## src/rtl/nor_pe_pkg.sv

```systemverilog
package nor_pe_pkg;

    typedef enum logic [1:0] {
        OP_PROG = 2'd0,
        OP_SECT = 2'd1,
        OP_BLK  = 2'd2,
        OP_CHIP = 2'd3
    } op_e;

    typedef enum logic [3:0] {
        S_IDLE,
        S_CMD,
        S_POLL_RD,
        S_POLL_EV,
        S_CONF_RD,
        S_CONF_EV,
        S_EXIT,
        S_FIN_OK,
        S_FIN_ERR
    } state_e;

    typedef enum logic [1:0] {
        PV_BUSY,
        PV_OK,
        PV_BAD,
        PV_CONFLICT
    } verdict_e;

    localparam logic [15:0] ADDR_KEY1  = 16'h5555;
    localparam logic [15:0] ADDR_KEY2  = 16'h2AAA;
    localparam logic [15:0] DAT_KEY1   = 16'h00AA;
    localparam logic [15:0] DAT_KEY2   = 16'h0055;
    localparam logic [15:0] DAT_PROG   = 16'h00A0;
    localparam logic [15:0] DAT_ESETUP = 16'h0080;
    localparam logic [15:0] DAT_SECT   = 16'h0030;
    localparam logic [15:0] DAT_BLK    = 16'h0050;
    localparam logic [15:0] DAT_CHIP   = 16'h0010;
    localparam logic [15:0] DAT_RESET  = 16'h00F0;

endpackage

```

## src/rtl/nor_pe_seq.sv

```systemverilog
module nor_pe_seq
    import nor_pe_pkg::*;
#(
    parameter int AW = 20
) (
    input  op_e            op,
    input  logic [2:0]     idx,
    input  logic [AW-1:0]  tgt_addr,
    input  logic [15:0]    tgt_data,
    output logic [AW-1:0]  wr_addr,
    output logic [15:0]    wr_data,
    output logic           last
);
    localparam logic [2:0] PROG_LAST = 3'd3;
    localparam logic [2:0] ERS_LAST  = 3'd5;

    logic [AW-1:0] k1, k2;
    assign k1 = AW'(ADDR_KEY1);
    assign k2 = AW'(ADDR_KEY2);

    always_comb begin
        wr_addr = k1;
        wr_data = DAT_KEY1;
        if (op == OP_PROG) begin
            last = (idx == PROG_LAST);
            unique case (idx)
                3'd0:    begin wr_addr = k1;       wr_data = DAT_KEY1; end
                3'd1:    begin wr_addr = k2;       wr_data = DAT_KEY2; end
                3'd2:    begin wr_addr = k1;       wr_data = DAT_PROG; end
                default: begin wr_addr = tgt_addr; wr_data = tgt_data; end
            endcase
        end else begin
            last = (idx == ERS_LAST);
            unique case (idx)
                3'd0, 3'd3: begin wr_addr = k1; wr_data = DAT_KEY1;   end
                3'd1, 3'd4: begin wr_addr = k2; wr_data = DAT_KEY2;   end
                3'd2:       begin wr_addr = k1; wr_data = DAT_ESETUP; end
                default: begin
                    unique case (op)
                        OP_SECT: begin wr_addr = tgt_addr; wr_data = DAT_SECT; end
                        OP_BLK:  begin wr_addr = tgt_addr; wr_data = DAT_BLK;  end
                        default: begin wr_addr = k1;       wr_data = DAT_CHIP; end
                    endcase
                end
            endcase
        end
    end
endmodule

```

## src/rtl/nor_pe_poll.sv

```systemverilog
module nor_pe_poll
    import nor_pe_pkg::*;
(
    input  logic        clk,
    input  logic        rst_n,
    input  logic        clear,
    input  logic        sample,
    input  logic [15:0] rdata,
    input  logic [15:0] expect_word,
    output verdict_e    verdict
);
    logic prev6;
    logic have_prev;
    logic dpoll_done;
    logic toggle_done;

    assign dpoll_done  = (rdata[7] == expect_word[7]);
    assign toggle_done = have_prev && (rdata[6] == prev6);

    always_comb begin
        if (!have_prev)
            verdict = PV_BUSY;
        else if (dpoll_done && toggle_done)
            verdict = (rdata == expect_word) ? PV_OK : PV_BAD;
        else if (!dpoll_done && !toggle_done)
            verdict = PV_BUSY;
        else
            verdict = PV_CONFLICT;
    end

    always_ff @(posedge clk or negedge rst_n) begin
        if (!rst_n) begin
            prev6     <= 1'b0;
            have_prev <= 1'b0;
        end else if (clear) begin
            prev6     <= 1'b0;
            have_prev <= 1'b0;
        end else if (sample) begin
            prev6     <= rdata[6];
            have_prev <= 1'b1;
        end
    end
endmodule

```

## src/rtl/nor_pe_timer.sv

```systemverilog
module nor_pe_timer
    import nor_pe_pkg::*;
#(
    parameter int PGM_TMO  = 2000,
    parameter int ERS_TMO  = 20000,
    parameter int CHIP_TMO = 80000
) (
    input  logic clk,
    input  logic rst_n,
    input  logic clr,
    input  logic run,
    input  op_e  op,
    output logic expired
);
    localparam int MAXA = (PGM_TMO > ERS_TMO) ? PGM_TMO : ERS_TMO;
    localparam int MAXL = (MAXA > CHIP_TMO) ? MAXA : CHIP_TMO;
    localparam int CW   = $clog2(MAXL + 1);

    logic [CW-1:0] cnt;
    logic [CW-1:0] lim;

    always_comb begin
        unique case (op)
            OP_PROG:         lim = CW'(PGM_TMO);
            OP_SECT, OP_BLK: lim = CW'(ERS_TMO);
            default:         lim = CW'(CHIP_TMO);
        endcase
    end

    assign expired = (cnt >= lim);

    always_ff @(posedge clk or negedge rst_n) begin
        if (!rst_n)
            cnt <= '0;
        else if (clr)
            cnt <= '0;
        else if (run && !expired)
            cnt <= cnt + 1'b1;
    end
endmodule

```

## src/rtl/nor_pe_ctrl.sv

```systemverilog
module nor_pe_ctrl
    import nor_pe_pkg::*;
#(
    parameter int AW       = 20,
    parameter int PGM_TMO  = 2000,
    parameter int ERS_TMO  = 20000,
    parameter int CHIP_TMO = 80000
) (
    input  logic          clk,
    input  logic          rst_n,
    input  logic          req_valid,
    input  logic [1:0]    req_op,
    input  logic [AW-1:0] req_addr,
    input  logic [15:0]   req_data,
    output logic          ready,
    output logic          done,
    output logic          error,
    output logic          err_timeout,
    output logic [AW-1:0] bus_addr,
    output logic [15:0]   bus_wdata,
    output logic          bus_wr,
    output logic          bus_rd,
    input  logic [15:0]   bus_rdata
);
    state_e        state, state_nx;
    op_e           op_q;
    logic [AW-1:0] addr_q;
    logic [15:0]   data_q;
    logic [2:0]    idx_q;
    logic          conf_q;
    logic          tmo_q;

    logic [AW-1:0] seq_addr;
    logic [15:0]   seq_data;
    logic          seq_last;
    logic [15:0]   expect_word;
    verdict_e      verdict;
    logic          expired;

    assign expect_word = (op_q == OP_PROG) ? data_q : 16'hFFFF;

    nor_pe_seq #(.AW(AW)) u_seq (
        .op       (op_q),
        .idx      (idx_q),
        .tgt_addr (addr_q),
        .tgt_data (data_q),
        .wr_addr  (seq_addr),
        .wr_data  (seq_data),
        .last     (seq_last)
    );

    nor_pe_poll u_poll (
        .clk         (clk),
        .rst_n       (rst_n),
        .clear       (state == S_CMD),
        .sample      (state == S_POLL_EV),
        .rdata       (bus_rdata),
        .expect_word (expect_word),
        .verdict     (verdict)
    );

    nor_pe_timer #(
        .PGM_TMO  (PGM_TMO),
        .ERS_TMO  (ERS_TMO),
        .CHIP_TMO (CHIP_TMO)
    ) u_timer (
        .clk     (clk),
        .rst_n   (rst_n),
        .clr     (state == S_CMD),
        .run     ((state == S_POLL_RD) || (state == S_POLL_EV)),
        .op      (op_q),
        .expired (expired)
    );

    // next-state selection
    always_comb begin
        state_nx = state;
        unique case (state)
            S_IDLE:    if (req_valid) state_nx = S_CMD;
            S_CMD:     if (seq_last) state_nx = S_POLL_RD;
            S_POLL_RD: state_nx = expired ? S_EXIT : S_POLL_EV;
            S_POLL_EV: begin
                unique case (verdict)
                    PV_BUSY:     state_nx = S_POLL_RD;
                    PV_OK:       state_nx = S_FIN_OK;
                    PV_BAD:      state_nx = S_FIN_ERR;
                    default:     state_nx = S_CONF_RD;
                endcase
            end
            S_CONF_RD: state_nx = S_CONF_EV;
            S_CONF_EV: begin
                if (bus_rdata != expect_word) state_nx = S_FIN_ERR;
                else if (conf_q)              state_nx = S_FIN_OK;
                else                          state_nx = S_CONF_RD;
            end
            S_EXIT:    state_nx = S_FIN_ERR;
            S_FIN_OK:  state_nx = S_IDLE;
            S_FIN_ERR: state_nx = S_IDLE;
            default:   state_nx = S_IDLE;
        endcase
    end

    // state register and request context
    always_ff @(posedge clk or negedge rst_n) begin
        if (!rst_n) begin
            state  <= S_IDLE;
            op_q   <= OP_PROG;
            addr_q <= '0;
            data_q <= '0;
            idx_q  <= '0;
            conf_q <= 1'b0;
            tmo_q  <= 1'b0;
        end else begin
            state <= state_nx;
            unique case (state)
                S_IDLE: if (req_valid) begin
                    op_q   <= op_e'(req_op);
                    addr_q <= req_addr;
                    data_q <= req_data;
                    idx_q  <= '0;
                    tmo_q  <= 1'b0;
                end
                S_CMD:     idx_q  <= idx_q + 3'd1;
                S_POLL_EV: conf_q <= 1'b0;
                S_CONF_EV: conf_q <= 1'b1;
                S_EXIT:    tmo_q  <= 1'b1;
                default: ;
            endcase
        end
    end

    // outputs
    always_comb begin
        ready       = (state == S_IDLE);
        done        = (state == S_FIN_OK);
        error       = (state == S_FIN_ERR);
        err_timeout = (state == S_FIN_ERR) && tmo_q;
        bus_addr    = '0;
        bus_wdata   = '0;
        bus_wr      = 1'b0;
        bus_rd      = 1'b0;
        unique case (state)
            S_CMD: begin
                bus_wr    = 1'b1;
                bus_addr  = seq_addr;
                bus_wdata = seq_data;
            end
            S_POLL_RD: begin
                bus_rd   = !expired;
                bus_addr = addr_q;
            end
            S_CONF_RD: begin
                bus_rd   = 1'b1;
                bus_addr = addr_q;
            end
            S_EXIT: begin
                bus_wr    = 1'b1;
                bus_addr  = AW'(ADDR_KEY1);
                bus_wdata = DAT_RESET;
            end
            default: ;
        endcase
    end
endmodule

```

## config.mk

```make
export PLATFORM = sky130hd
export DESIGN_NAME = nor_pe_ctrl
export DESIGN_NICKNAME = d
export VERILOG_FILES = /design/src/rtl/nor_pe_pkg.sv /design/src/rtl/nor_pe_seq.sv /design/src/rtl/nor_pe_poll.sv /design/src/rtl/nor_pe_timer.sv /design/src/rtl/nor_pe_ctrl.sv
export SDC_FILE = /design/constraint.sdc
export NUM_CORES = 1
export LEC_CHECK = 0
export ABC_AREA = 1
export BUFFER_PORTS_ARGS = -buffer_cell sky130_fd_sc_hd__buf_2
export CORE_ASPECT_RATIO = 1.5
export CORE_MARGIN = 1
export CORE_UTILIZATION = 51
export CTS_CLUSTER_SIZE = 10
export DETAILED_ROUTE_END_ITERATION = 8
export HOLD_SLACK_MARGIN = 0.1
export PLACE_DENSITY_LB_ADDON = 0.12
export SETUP_SLACK_MARGIN = 0.3
export SYNTH_ARGS = -nofsm -noshare
export SYNTH_HDL_FRONTEND = slang
export SYNTH_SLANG_ARGS = --single-unit
```

## constraint.sdc

```tcl
create_clock -name clk -period 2.4 [get_ports clk]
set_input_delay 0.36 -clock clk [delete_from_list [all_inputs] [get_ports clk]]
set_output_delay 0.36 -clock clk [all_outputs]
set_load 0.02 [all_outputs]
```

==> out/qor.yml, run 1 <==
status: "finished with violations"
violations: "negative setup slack"
synth_async_sr_flop_share: 1.00
cp_max_fo: 4
die_w_um: 82.0
fin_ws_ps: -314
netlist-cell-type-count: 41
layout_commonest_cell: "nand2_1"
drt_pre_antenna_iters: 5
synth_fp_nets: 797
seq_area_frac_synth: 0.337
antenna_found_initial: 0
relSlewSlack: 0.635
dieArea_um2: 10000
first_global_vias: 5195
htreeDepth: 3
final_cell_mix: "nand2_1 (232), inv_1 (70), dfrtp_1 (62), buf_2 (62), buf_4 (52)"
clock_skew_ps: 7.63
cts_buffers: 9
final_nets: 940
routedWlPerCell_um: 17.4
setup_tns_ps: -3010
path_clk_slew_ps: 60
cts_sinks: 66
syn_to_final_growth_pct: 44.9
cts_buffer_depth: 2
dp_hpwl_mm: 9.83
tightest_slew_ps: 548
final_util: 0.763
grt_use_total: 0.313
rsz0062_at_grt: "yes"
hold_path_class: "in2reg"
pre_cts_ws_ps: -2.28
root_buffer: "clkbuf_16"
syn_inst: 717
overflow: 0
drc: 0
ys_ff_latch: 66
period_share: 1.13
multi_input_area_um2: 3350
critPathCaptureType: "output port"
insertedDiodeCount: 0
routed_wl_mm: 17.0
post-route-min-period_ps: 2710
start_util: 0.526
dr_total_vias: 5586
grt_pass1_wl_mm: 23.9
crit_arrival_ps: 2350
place.port_buffers: 98
p_per_area_nw_per_um2: 1610
report.final.slew_viol_count: 0
whs_ps: 214
place_inst: 916
power.leakage_nw: 3.59
cp.required_ps: 2040
placementRows: 43
fp.dieH_um: 122
crit_slowest_cell: "dfrtp_2"
coreArea_um2: 9310
cap_violations: 0
ys.flop_type: "dfrtp_1"
total_power_mw: 11.5
clk_latency_ps: 340
place_area_um2: 5560
max_stage_delay_ps: 480
synth_enable_flop_cells: 0
path_buf_inv: 3
drtIter0Drc: 366
ff_latch_area_um2: 1660
clock.fmax_ghz: 0.368
cts_tree: "yes"
yosys_warnings: 0
ios: 99
path_cells: "ha_4, inv_4, nor2_4, a21oi_4, inv_4, nor2_4, o21ai_1, o211ai_1, o21ai_1, buf_4"
ant_nets: 0
drt-vias-per-instance: 5.72
syn_area_um2: 4900
crit_type: "reg2out"
layoutNonFillerInstCount: 977
startpoint_type: "flip-flop"
gp_congestion: 0.931
drive_gt1_frac: 0.357
final_area_um2: 7100
path_delay_family: "compound AO/OA/AOI/OAI gates"
grt_start_max_net_pins: 69
ir_worst_vdd_mv: 0.981
hold_viol_final: 0
fill_cells: 631
syn_avg_cell_area_um2: 6.83
finalSetupViolCount: 27
## layer usage
layer	global-route usage	wire [um]	share of wire	vias to the layer above
met5	0	0	0	-
met3	0.0629	1090	0.064	90
met4	0.177	1050	0.062	0
met1	0.344	6150	0.36	2629
met2	0.544	8670	0.51	256
li1	-	-	-	2611
## state kept, by name, indices dropped and copies added, names as in the netlist
name,count
op_q,2
u_poll.have_prev,1
u_poll.prev6,1
state,4
u_timer.cnt,17
addr_q,20
tmo_q,1
data_q,16
idx_q,3
conf_q,1
## area by class of cell
class / count / area share
clock buffer: 9 / 0.0317
clock inverter: 7 / 0.0166
inverter: 92 / 0.0522
multi-input combinational: 537 / 0.473
sequential: 66 / 0.233
tap: 112 / 0.0197
timing repair buffer: 154 / 0.174
## worst register-to-register path: stages (launching register included)
cell and delay, ps:
dfrtp_1 410, inv_2 80, ha_4 300, inv_4 50
ha_4 260, nand2_1 50, nor2_1 130, nand2_1 90
nand3_2 70, nand2_2 60, buf_4 130, nand3_2 110
nor2_8 60, nor2_4 120, buf_12 150, nand2_1 60
nand2_1 60
## kinds of logic after synthesis
family / Yosys count / synth area share
flops: 66 / 0.337
compound gates: 111 / 0.130
buf+inv: 115 / 0.102
xor+xnor: 10 / 0.0179
fa+ha+maj: 23 / 0.0587
simple gates: 392 / 0.355
## cells in the mapped netlist, drive strengths merged (2+ instances only)
master / instances / share of area
a21oi: 21 / 0.024
a31oi: 7 / 0.0089
buf: 16 / 0.025
clkbuf: 7 / 0.0056
dfrtp: 66 / 0.34
ha: 23 / 0.059
inv: 91 / 0.070
nand2: 251 / 0.20
nand3: 57 / 0.059
nand3b: 6 / 0.0092
nand4: 12 / 0.017
nor2: 50 / 0.054
nor3: 15 / 0.015
o211ai: 9 / 0.014
o21ai: 62 / 0.065
o21bai: 5 / 0.0077
o22ai: 2 / 0.0026
xor2: 10 / 0.018
## report_power, final
| part | total, mW | internal [mW] | switching, mW |
|---|---|---|---|
| clock | 1.56 | 1.01 | 0.549 |
| combinational | 8.00 | 3.21 | 4.79 |
| sequential | 1.90 | 1.54 | 0.362 |
## worst paths after layout
check | end | start | slack (ps) | cells past startpoint
worst max-delay path | bus_wdata[6] | idx_q[0] | -310 | 10
worst min-delay path | addr_q[4] | req_addr[4] | 210 | 3
worst max register to register | u_timer.cnt[9] | op_q[0] | 120 | 16
worst min register to register | conf_q | conf_q | 480 | 2
max in group asynchronous | state[2] | rst_n | 1340 | 3
min in group asynchronous | addr_q[4] | rst_n | 570 | 3
## what timing repair did
| item | CTS | global route |
|---|---|---|
| setup buffers | 25 | 17 |
| endpoints found under the hold margin | 27 | 0 |
| pin swaps | 27 | 36 |
| setup endpoints to repair | 55 | 60 |
| gates cloned | 1 | 1 |
| hold buffers | 1 | 0 |
| gates resized for setup | 132 | 92 |
No activity file was read; power rests on OpenSTA's default activity.
==> inputs of run 2 (changes only) <==
--- a/config.mk
+++ b/config.mk
@@ -6,7 +6,7 @@
 export NUM_CORES = 1
 export LEC_CHECK = 0
 export ABC_AREA = 1
-export BUFFER_PORTS_ARGS = -buffer_cell sky130_fd_sc_hd__buf_2
+export BUFFER_PORTS_ARGS = -buffer_cell sky130_fd_sc_hd__clkbuf_2
 export CORE_ASPECT_RATIO = 1.5
 export CORE_MARGIN = 1
 export CORE_UTILIZATION = 51
==> run 2 against run 1 <==
Compared with the run above:
- the flow still finishes with violations (negative setup slack)
- clock power shrank 9%
- register-to-register slack got worse by 20 ps
- count of clock-buffer cells in the layout rose by 6
- sequential share of layout area rose by 0.11 points
- sequential cell count unchanged
- utilization shrank 0.26 points
- routed wire length decreased by 5.6%
- non-clock buffer count down 1
- critical endpoint is now bus_rd
- largest cell class unchanged
==> out/qor.yml, run 2 (synthesis gave the netlist of run 1 again) <==
place_area_um2: 5620
drc: 0
grt_pass1_wl_mm: 24.1
grtUsageMet2: 0.551
cp.required_ps: 2040
cap_violations: 0
overflow: 0
pre_cts_ws_ps: 61.0
hold_path_class: "in2reg"
fp.dieH_um: 122
ios: 99
insertedDiodeCount: 0
crit_arrival_ps: 2230
clk_latency_ps: 340
violations: "negative setup slack"
p_sw_frac: 0.492
final_cell_mix: "nand2_1 (237), inv_1 (71), dfrtp_1 (60)"
die_w_um: 82.0
grt.busiest_layer: "met2"
fin_ws_ps: -192
hold_viol_final: 0
first_global_vias: 5255
largest_reg_flops: 20
largest-register: "addr_q"
gp_congestion: 0.918
drt_pre_antenna_iters: 5
use_met1: 0.357
dieArea_um2: 10000
coreArea_um2: 9310
relSlewSlack: 0.740
status: "finished with violations"
htreeDepth: 3
root_buffer: "clkbuf_16"
total_power_mw: 11.4
drt-vias-per-instance: 5.59
cts_tree: "yes"
clockPowerShare: 0.125
start_util: 0.526
period_share: 1.08
comb_power_share: 0.708
p_seq_frac: 0.167
routed_wl_mm: 16.0
dr_total_vias: 5453
finalSetupViolCount: 21
internal_power_mw: 5.77
crit_type: "reg2out"
dp_hpwl_mm: 9.73
antenna_found_initial: 0
report.final.slew_viol_count: 0
rsz0062_at_grt: "yes"
tightest_slew_ps: 387
cts_sinks: 66
critPathCaptureType: "output port"
drive_gt1_frac: 0.341
grt_use_total: 0.317
p_switching_mw: 5.60
ir_worst_vdd_mv: 1.12
place.port_buffers: 98
power.leakage_nw: 3.61
drtIter0Drc: 331
grt_start_max_net_pins: 67
final_area_um2: 7070
placementRows: 43
routedWlPerCell_um: 16.4
clock_skew_ps: 5.52
startpoint_type: "flip-flop"
post-route-min-period_ps: 2590
syn_to_final_growth_pct: 44.4
layout_commonest_cell: "nand2_1"
clock.fmax_ghz: 0.386
cts_buffer_depth: 2
largestRegisters: "addr_q x20, u_timer.cnt x17, data_q x16"
path_clk_slew_ps: 60
p_per_area_nw_per_um2: 1610
cp_max_fo: 3
cts_buffers: 9
ant_nets: 0
final_nets: 939
grtUsageMet3: 0.0614
==> run 2: cell types whose count changed in the layout (fill, tap and decap cells not counted), sizes merged <==
cell	before	now
buf	152	88
bufinv	3	1
clkbuf	10	79
clkinvlp	3	0
inv	91	90
==> run 2: final timing paths <==
check	end	depth (start not counted)	slack [ps]	startpoint
worst max-delay path	bus_rd	12	-190	op_q[1]
worst min-delay path	addr_q[2]	3	220	req_addr[2]
worst max register to register	u_timer.cnt[8]	16	100	op_q[1]
worst min register to register	conf_q	2	480	conf_q
max in group asynchronous	state[2]	3	1490	rst_n
min in group asynchronous	u_timer.cnt[2]	3	570	rst_n
==> run 2: routing by layer <==
metal  wire length (um)  share of wire
met2               8460           0.53
met3                941          0.059
met4                771          0.048
met1               5850           0.37
met5                  0              0
==> run 2: what timing repair did <==
action	4_1_cts	5_1_grt
pin swaps	23	38
gates resized for setup	135	120
endpoints found under the hold margin	66	0
setup buffers	27	10
hold buffers	1	0
setup endpoints to repair	55	77
cloned	1	1
==> run 2: critical path: stages, from the launching register on <==
cell,delay [ps]
dfrtp_1,440
inv_2,80
ha_4,310
inv_6,50
ha_4,260
nand2_1,50
nor2_1,130
nand2_1,90
nand3_2,80
nand2_2,60
nand4_1,110
nand2_1,80
clkbuf_8,150
==> run 2: area by class of cell <==
type                    count  area, um^2
well taps                 112         140
fillers                   620        2230
clock buffers              15         288
multi-input cells         537        3290
clock inverters             1        30.0
inverters                  92         383
flip-flops and latches     66        1660
repair buffers            153        1280
==> run 2: per-stage QoR <==
step	util	hold WS [ps]	instances	TNS [ps]
4_1_cts	0.711	216	965	-189
3_3_place_gp	0.604	413	920	0
3_5_place_dp	0.604	411	920	0
6_report	0.760	217	976	-1490
5_1_grt	0.760	229	976	-3610
2_1_floorplan	-	64.4	717	0
==> run 2: power groups by stage <==
| stage | clock, mW | combinational, mW | sequential [mW] |
|---|---|---|---|
| finish | 1.42 | 8.05 | 1.90 |
| global route | 1.47 | 8.64 | 1.95 |
| CTS | 1.42 | 6.86 | 1.84 |
| detailed placement | 0 | 5.44 | 1.85 |
| global placement | 0 | 5.33 | 1.82 |
| floorplan | 0 | 3.95 | 1.77 |
==> inputs of run 3 (changes only) <==
--- a/config.mk
+++ b/config.mk
@@ -7,14 +7,17 @@
 export LEC_CHECK = 0
 export ABC_AREA = 1
 export BUFFER_PORTS_ARGS = -buffer_cell sky130_fd_sc_hd__clkbuf_2
+export CELL_PAD_IN_SITES_DETAIL_PLACEMENT = 0
+export CELL_PAD_IN_SITES_GLOBAL_PLACEMENT = 1
 export CORE_ASPECT_RATIO = 1.5
 export CORE_MARGIN = 1
-export CORE_UTILIZATION = 51
+export CORE_UTILIZATION = 36
 export CTS_CLUSTER_SIZE = 10
 export DETAILED_ROUTE_END_ITERATION = 8
 export HOLD_SLACK_MARGIN = 0.1
 export PLACE_DENSITY_LB_ADDON = 0.12
 export SETUP_SLACK_MARGIN = 0.3
+export SKIP_CTS_REPAIR_TIMING = 1
 export SYNTH_ARGS = -nofsm -noshare
 export SYNTH_HDL_FRONTEND = slang
 export SYNTH_SLANG_ARGS = --single-unit
==> run 3 against run 2 <==
Compared with the run above:
- combinational power is 6.7% higher
- clock skew is 0.91 ps lower
- critical path type unchanged
- utilization is 19 points lower
- non-clock buffer count is 10 higher
- sequential cell count stayed put
- hold slack worse by 8.0 ps
- highest routed layer unchanged
- register-to-register slack better by 20 ps
- the run still ends with negative setup slack left
- critical path depth is 2 lower
- count of clock-buffer cells in the layout is 5 lower
- die area is 41% higher
==> out/qor.yml, run 3 (synthesis gave the netlist of run 1 again) <==
cts_buffer_depth: 2
clock_skew_ps: 4.62
final_area_um2: 7550
violations: "negative setup slack"
path_clk_slew_ps: 60
coreArea_um2: 13100
ant_nets: 0
grtUsageMet2: 0.420
p_sw_frac: 0.483
largest_reg_flops: 20
relSlewSlack: 0.632
hold_viol_final: 0
p_per_area_nw_per_um2: 1600
clk_latency_ps: 340
post-route-min-period_ps: 2550
startpoint_type: "flip-flop"
drt_pre_antenna_iters: 4
placementRows: 51
root_buffer: "clkbuf_16"
cp_max_fo: 7
crit_arrival_ps: 2190
layout_commonest_cell: "nand2_1"
use_met1: 0.238
routedWlPerCell_um: 16.0
routed_wl_mm: 16.5
syn_to_final_growth_pct: 54.2
cts_buffers: 9
start_util: 0.373
hold_path_class: "in2reg"
grtUsageMet3: 0.0403
cts_tree: "yes"
ios: 99
p_switching_mw: 5.83
place.port_buffers: 98
place_inst: 975
total_power_mw: 12.1
layoutNonFillerInstCount: 1033
grt_pass1_wl_mm: 24.3
grt_use_total: 0.219
largest-register: "addr_q"
gp_congestion: 0.849
power.leakage_nw: 3.82
internal_power_mw: 6.25
tightest_slew_ps: 553
drt-vias-per-instance: 5.13
insertedDiodeCount: 0
grt.busiest_layer: "met2"
die_w_um: 97.3
period_share: 1.06
status: "finished with violations"
clock.fmax_ghz: 0.392
dr_total_vias: 5300
crit_type: "reg2out"
comb_power_share: 0.711
ir_worst_vdd_mv: 0.879
cp.required_ps: 2040
htreeDepth: 3
critPathCaptureType: "output port"
dp_hpwl_mm: 11.3
place_area_um2: 5740
dieArea_um2: 14100
final_cell_mix: "nand2_1 (205), inv_1 (72), dfrtp_1 (61)"
clockPowerShare: 0.131
finalSetupViolCount: 19
fp.dieH_um: 145
fin_ws_ps: -149
drive_gt1_frac: 0.395
cts_sinks: 66
p_seq_frac: 0.158
largestRegisters: "addr_q x20, u_timer.cnt x17, data_q x16"
drtIter0Drc: 191
overflow: 0
drc: 0
antenna_found_initial: 0
rsz0062_at_grt: "yes"
grt_start_max_net_pins: 40
report.final.slew_viol_count: 0
fill_cells: 1229
final_nets: 949
first_global_vias: 5035
pre_cts_ws_ps: 39.2
cap_violations: 0
run 3: cell type report:
class | count | area, um^2 | share of cell area
Timing Repair Buffer | 163 | 1450 | 0.192
Inverter | 92 | 373 | 0.0494
Clock buffer | 10 | 239 | 0.0316
Multi-Input combinational cell | 537 | 3520 | 0.466
Sequential cell | 66 | 1660 | 0.219
Tap cell | 159 | 199 | 0.0263
Clock inverter | 6 | 114 | 0.0151
run 3: worst paths after layout:
check,startpoint,to,slack [ps],cells after the start
setup / recovery,idx_q[0],bus_addr[0],-150,10
hold reg to reg,conf_q,conf_q,480,2
setup reg to reg,op_q[0],u_timer.cnt[5],120,15
hold / removal,req_addr[12],addr_q[12],210,3
max in group asynchronous,rst_n,u_timer.cnt[15],1250,3
min in group asynchronous,rst_n,addr_q[3],550,2
run 3: stage by stage:
step / util / hold slack, ps / TNS, ps
4_1_cts: 0.464 / 8.90 / -7230
3_3_place_gp: 0.437 / 374 / 0
6_report: 0.575 / 209 / -1570
2_1_floorplan: - / 64.4 / 0
3_5_place_dp: 0.437 / 375 / 0
5_1_grt: 0.575 / 219 / -3610
run 3: layer usage:
metal,part of all wire,routed length [um]
met2,0.55,9060
met5,0,0
met4,0.033,539
met3,0.030,504
met1,0.39,6450
run 3: power groups by stage:
stage	Clock, mW	Combinational (mW)	Sequential (mW)
after floorplan	0	3.95	1.77
after global placement	0	5.54	1.84
after detailed placement	0	5.60	1.85
after CTS	1.61	5.64	1.83
after global routing	1.66	9.27	1.96
final	1.58	8.59	1.90
run 3: worst max-delay path: stages, from the launching register on:
cell and delay (ps):
dfrtp_2 490, ha_4 200, ha_4 170, nor2_4 170
buf_12 140, nand3_4 140, o21ai_2 160, nand2_1 70
nand2_1 80, nand3_2 80, buf_6 150
